==> config.mk <==
export PLATFORM = sky130hd
export DESIGN_NAME = mii_rx_deframer
export DESIGN_NICKNAME = d
export VERILOG_FILES = /design/src/rtl/mii_rx_pkg.sv /design/src/rtl/mii_rx_sfd_fsm.sv /design/src/rtl/mii_rx_packer.sv /design/src/rtl/mii_rx_deframer.sv
export SDC_FILE = /design/constraint.sdc
export NUM_CORES = 1
export LEC_CHECK = 0
export ABC_CLOCK_PERIOD_IN_PS = 4300
export BUFFER_PORTS_ARGS = -buffer_cell sky130_fd_sc_hd__buf_2
export CAP_MARGIN = 20
export CORE_ASPECT_RATIO = 0.9
export CORE_MARGIN = 4
export CORE_UTILIZATION = 51
export DETAILED_ROUTE_END_ITERATION = 10
export PLACE_DENSITY = 0.74
export SYNTH_ARGS = -nofsm -noshare
export SYNTH_HDL_FRONTEND = slang
export SYNTH_SLANG_ARGS = --single-unit
==> constraint.sdc <==
create_clock -name clk -period 4.3 [get_ports clk]
set_input_delay 0.645 -clock clk [delete_from_list [all_inputs] [get_ports clk]]
set_output_delay 0.645 -clock clk [all_outputs]
set_load 0.01 [all_outputs]
==> src/rtl/mii_rx_pkg.sv <==
package mii_rx_pkg;

    localparam int NIB_W  = 4;
    localparam int BYTE_W = 2 * NIB_W;

    localparam logic [NIB_W-1:0] PRE_NIB = 4'h5;
    localparam logic [NIB_W-1:0] SFD_NIB = 4'hD;

    typedef enum logic [1:0] {
        HUNT = 2'd0,
        PAYLOAD = 2'd1,
        DISCARD = 2'd2
    } hunt_state_t;

    typedef struct packed {
        logic              valid;
        logic [BYTE_W-1:0] data;
        logic              first;
        logic              last;
        logic              err;
        logic              align;
    } rx_byte_t;

    function automatic logic [BYTE_W-1:0] join_nibbles(
        input logic [NIB_W-1:0] early,
        input logic [NIB_W-1:0] late
    );
        return {late, early};
    endfunction

endpackage

==> src/rtl/mii_rx_sfd_fsm.sv <==
module mii_rx_sfd_fsm
    import mii_rx_pkg::*;
(
    input  logic             clk,
    input  logic             rst,
    input  logic             dv,
    input  logic [NIB_W-1:0] nib,
    output logic             take_nib,
    output logic             frame_end
);

    hunt_state_t state_q;
    logic        seen_pre_q;

    always_ff @(posedge clk) begin
        if (rst) begin
            state_q    <= HUNT;
            seen_pre_q <= 1'b0;
        end else begin
            case (state_q)
                HUNT: begin
                    if (!dv) begin
                        seen_pre_q <= 1'b0;
                    end else if (nib == PRE_NIB) begin
                        seen_pre_q <= 1'b1;
                    end else if (nib == SFD_NIB && seen_pre_q) begin
                        state_q    <= PAYLOAD;
                        seen_pre_q <= 1'b0;
                    end else begin
                        state_q    <= DISCARD;
                        seen_pre_q <= 1'b0;
                    end
                end
                PAYLOAD: if (!dv) state_q <= HUNT;
                DISCARD: if (!dv) state_q <= HUNT;
                default: state_q <= HUNT;
            endcase
        end
    end

    assign take_nib  = (state_q == PAYLOAD) && dv;
    assign frame_end = (state_q == PAYLOAD) && !dv;

endmodule

==> src/rtl/mii_rx_packer.sv <==
module mii_rx_packer
    import mii_rx_pkg::*;
(
    input  logic             clk,
    input  logic             rst,
    input  logic             dv,
    input  logic             er,
    input  logic [NIB_W-1:0] nib,
    input  logic             take_nib,
    input  logic             frame_end,
    output rx_byte_t         out_q
);

    logic              half_q;
    logic [NIB_W-1:0]  low_q;
    logic              pend_q;
    logic              pend_first_q;
    logic [BYTE_W-1:0] pend_data_q;
    logic              err_acc_q;

    always_ff @(posedge clk) begin
        if (rst) begin
            half_q       <= 1'b0;
            low_q        <= '0;
            pend_q       <= 1'b0;
            pend_first_q <= 1'b0;
            pend_data_q  <= '0;
            err_acc_q    <= 1'b0;
            out_q        <= '0;
        end else begin
            out_q.valid <= 1'b0;
            out_q.first <= 1'b0;
            out_q.last  <= 1'b0;
            out_q.err   <= 1'b0;
            out_q.align <= 1'b0;

            // error memory spans the whole valid window, preamble included
            err_acc_q <= dv ? (err_acc_q | er) : 1'b0;

            if (take_nib) begin
                if (!half_q) begin
                    low_q  <= nib;
                    half_q <= 1'b1;
                end else begin
                    half_q <= 1'b0;
                    if (pend_q) begin
                        out_q.valid <= 1'b1;
                        out_q.data  <= pend_data_q;
                        out_q.first <= pend_first_q;
                    end
                    pend_data_q  <= join_nibbles(low_q, nib);
                    pend_first_q <= !pend_q;
                    pend_q       <= 1'b1;
                end
            end else if (frame_end) begin
                if (pend_q) begin
                    out_q.valid <= 1'b1;
                    out_q.data  <= pend_data_q;
                    out_q.first <= pend_first_q;
                    out_q.last  <= 1'b1;
                    out_q.err   <= err_acc_q;
                    out_q.align <= half_q;
                end
                pend_q <= 1'b0;
                half_q <= 1'b0;
            end
        end
    end

endmodule

==> src/rtl/mii_rx_deframer.sv <==
module mii_rx_deframer
    import mii_rx_pkg::*;
(
    input  logic              clk,
    input  logic              rst,
    input  logic              rx_dv,
    input  logic              rx_er,
    input  logic [NIB_W-1:0]  rxd,
    output logic              byte_valid,
    output logic [BYTE_W-1:0] byte_data,
    output logic              byte_first,
    output logic              byte_last,
    output logic              frame_err,
    output logic              align_err
);

    logic     take_nib;
    logic     frame_end;
    rx_byte_t out_b;

    mii_rx_sfd_fsm u_fsm (
        .clk       (clk),
        .rst       (rst),
        .dv        (rx_dv),
        .nib       (rxd),
        .take_nib  (take_nib),
        .frame_end (frame_end)
    );

    mii_rx_packer u_pack (
        .clk       (clk),
        .rst       (rst),
        .dv        (rx_dv),
        .er        (rx_er),
        .nib       (rxd),
        .take_nib  (take_nib),
        .frame_end (frame_end),
        .out_q     (out_b)
    );

    assign byte_valid = out_b.valid;
    assign byte_data  = out_b.data;
    assign byte_first = out_b.first;
    assign byte_last  = out_b.last;
    assign frame_err  = out_b.err;
    assign align_err  = out_b.align;

endmodule

==> impl_metrics.yaml <==
cells_and_area:
  postLayoutCellArea_sq_um: 1390
  drive_gt1_share_pct: 16.9
  antenna_cells: 0
  layout.nets: 171
  layout.cells.most_common: "dfxtp_1"
  instances_no_fill: 187
  final_cell_mix: "32 x dfxtp_1, 20 x nand2_1, 20 x a21oi_1, 20 x buf_2, 11 x nand3_1"
  fill_cells: 207
  synthToLayoutAreaGrowth_pct: 11.1
power:
  intPower_uw: 380
  leakage_uw: 0.000578
  switchingPower_uw: 121
  share_seq_of_total_power_pct: 60.4
  irDropWorstVdd_v: 0.000242
  swShare_pct: 24.1
  power.density_nw_per_um2: 362
  p_clk_share_pct: 30.2
  pwr-share-comb_pct: 9.4
place:
  hpwl_um: 1590
  place_area_sq_um: 1340
  placed_cells: 180
  gp_congestion: 0.789
  port_buffers: 20
yosys:
  synth-seq-cells: 32
  syn-cell-area_sq_um: 1250
  synth_top_area_cell: "dfxtp_1"
  yosys.area_share.simple_pct: 23.0
  yosysUniqueCellTypes: 25
  synth.top_cell.area_share_pct: 51.4
  yosysWarnings: 0
  synth_mux_area_share_pct: 5.22
  synth_cells: 142
  avgSynthCellArea_sq_um: 8.78
  synth-compound-area-share_pct: 12.9
  yosys-top-cells-area: "dfxtp_1 51%, a21oi_1 8.0%, nand2_1 6.0%"
  yosysSeqAreaShare_pct: 51.4
  synth-adder-area-share_pct: 3.01
  async_reset_ff_share_pct: 0
  synth_top_family_by_area: "simple AND/OR/NAND/NOR gates"
  synth.net_count: 153
  synth_edf_count: 0
  ys.flop_type: "dfxtp_1"
  synth_xor_xnor_area_share_pct: 0
critical_path:
  cp_slowest_cell: "or4_1"
  crit_chain: "inv_1 > ha_1 > mux2_4 > or4_1 > a31oi_1"
  slowest_delay_ns: 0.47
  critPathLaunchType: "register"
  end_kind: "register"
  cp_data_arrival_time_ns: 2.02
  crit_required_ns: 4.54
  crit_fanout: 5
  criticalPathCategory: "reg2reg"
sta:
  rsz0062_at_grt: "false"
  final_max_slew_viol_count: 0
  hold_viol_final: 0
  timing.final.crit_share_pct: 41.3
  setup_tns_ns: 0
  setup_violations: 0
  finClkSkew_ns: 0.00306
  relSlewSlack_pct: 63.2
  timing.fmax_mhz: 563
  holdWs_ns: 0.460
  worstMarginPinSlew_ns: 0.552
  fin_crit_ns: 1.78
clock_network:
  cts.sinks: 32
  hold_buffers: 0
  cts_max_level: 2
  cts-resized-gates: 0
  clock_path_buffers: 2
  cts_tree: "yes"
  worstSkewPairLatency_ns: 0.32
  cts_setup_buffers: 0
  cts_made_buffers: 5
  clk_pin_slew_ns: 0.09
  clockRootBuffer: "clkbuf_4"
flow_run:
  maxCapViolCount: 0
floorplan:
  io_pins: 21
  dieWidth_um: 60.1
  rows: 16
  start_util_pct: 55.6
  core-area_sq_um: 2240
  die_h_um: 54.9
  dieArea_sq_um: 3300
routing:
  first_iter_violations: 15
  drc: 0
  drt-pass1-iter-count: 4
  ant_nets: 0
  wl_um: 2290
  wl_per_cell_um: 12.3
  vias: 966
  viasPerCell: 5.17
global_routing:
  grt_pass1_wl_um: 3810
  grt_pass1_vias: 898
  grt_max_degree: 31
  track_usage_pct: 16.2
  grt.overflow.total: 0
  antenna_found_initial: 0
min_path:
  min_path_type: "reg2reg"
run_status:
  status: "finished clean"
-- cells in the mapped netlist, types with 2 or more instances --
cell type / count
clkbuf_1: 6
nor3_1: 2
nand3b_1: 2
nand2_1: 20
buf_1: 2
dfxtp_1: 32
inv_1: 4
nor2b_1: 3
and2_1: 4
ha_1: 3
nor2_1: 6
mux2i_1: 5
nand3_1: 11
o21ai_0: 9
nand2b_1: 4
a21oi_1: 20
-- layer usage --
metal  routed length (um)  GRT usage (%)  vias up
li1                     -              -      516
met1                 1080           17.3      424
met2                 1070           27.5       22
met3                  123           6.50        4
met4                   21           8.86        0
met5                    0              0        -
-- kinds of logic after synthesis --
family,count (synthesis)
buffers and inverters,13
AOI/OAI and AO/OA,31
adders and majority gates,3
DFF,32
and+or+nand+nor,57
muxes,6
-- sequential cells by signal, indices dropped and copies added (netlist names) --
| register | flops |
|---|---|
| u_pack.low_q | 4 |
| u_pack.pend_data_q | 8 |
| u_fsm.seen_pre_q | 1 |
| u_fsm.state_q | 2 |
| u_pack.pend_first_q | 1 |
| u_pack.pend_q | 1 |
| u_pack.err_acc_q | 1 |
| u_pack.half_q | 1 |
| u_pack.out_q | 13 |
-- path summary, 6_finish.rpt --
kind                                      start  slack, ns                            end  depth (start not counted)
setup / recovery  u_fsm.state_q[0]$_SDFFE_PP0P_       2.52  u_fsm.state_q[0]$_SDFFE_PP0P_                          5
hold / removal      u_pack.err_acc_q$_SDFF_PP0_       0.46     u_pack.out_q[1]$_SDFF_PP0_                          1
setup reg to reg  u_fsm.state_q[0]$_SDFFE_PP0P_       2.52  u_fsm.state_q[0]$_SDFFE_PP0P_                          5
hold reg to reg     u_pack.err_acc_q$_SDFF_PP0_       0.46     u_pack.out_q[1]$_SDFF_PP0_                          1
-- cell type report --
| class | count | area, sq um | area share, % |
|---|---|---|---|
| Clock buffer | 6 | 41.3 | 2.98 |
| Clock inverter | 1 | 5.00 | 0.361 |
| Inverter | 4 | 15.0 | 1.08 |
| Multi-Input combinational cell | 97 | 549 | 39.7 |
| Sequential cell | 32 | 641 | 46.3 |
| Tap cell | 27 | 33.8 | 2.44 |
| Timing Repair Buffer | 20 | 100 | 7.23 |
-- critical path, delay by kind of cell (launching register included) --
family	cells	cell delay (ns)
multiplexers	1	0.28
AND/OR/NAND/NOR	1	0.47
adder cells (fa/ha/maj)	1	0.29
AO/OA/AOI/OAI	1	0.20
flip-flops	1	0.41
buffers and inverters	1	0.06
-- through the flow --
stage,util [%],power (uW),worst slack [ns]
2_1_floorplan,-,345,2.57
3_3_place_gp,59.7,353,2.48
3_5_place_dp,59.7,356,2.42
4_1_cts,61.8,509,2.53
5_1_grt,61.8,529,2.46
6_report,61.8,501,2.52
-- power groups by stage --
stage / clock [uW] / combinational (uW) / sequential (uW)
floorplan: 0 / 36.5 / 309
global placement: 0 / 44.1 / 309
detailed placement: 0 / 46.1 / 310
CTS: 159 / 47.5 / 303
global route: 171 / 54.5 / 303
finish: 151 / 47.3 / 303
Power figures use the tool's default switching activity.
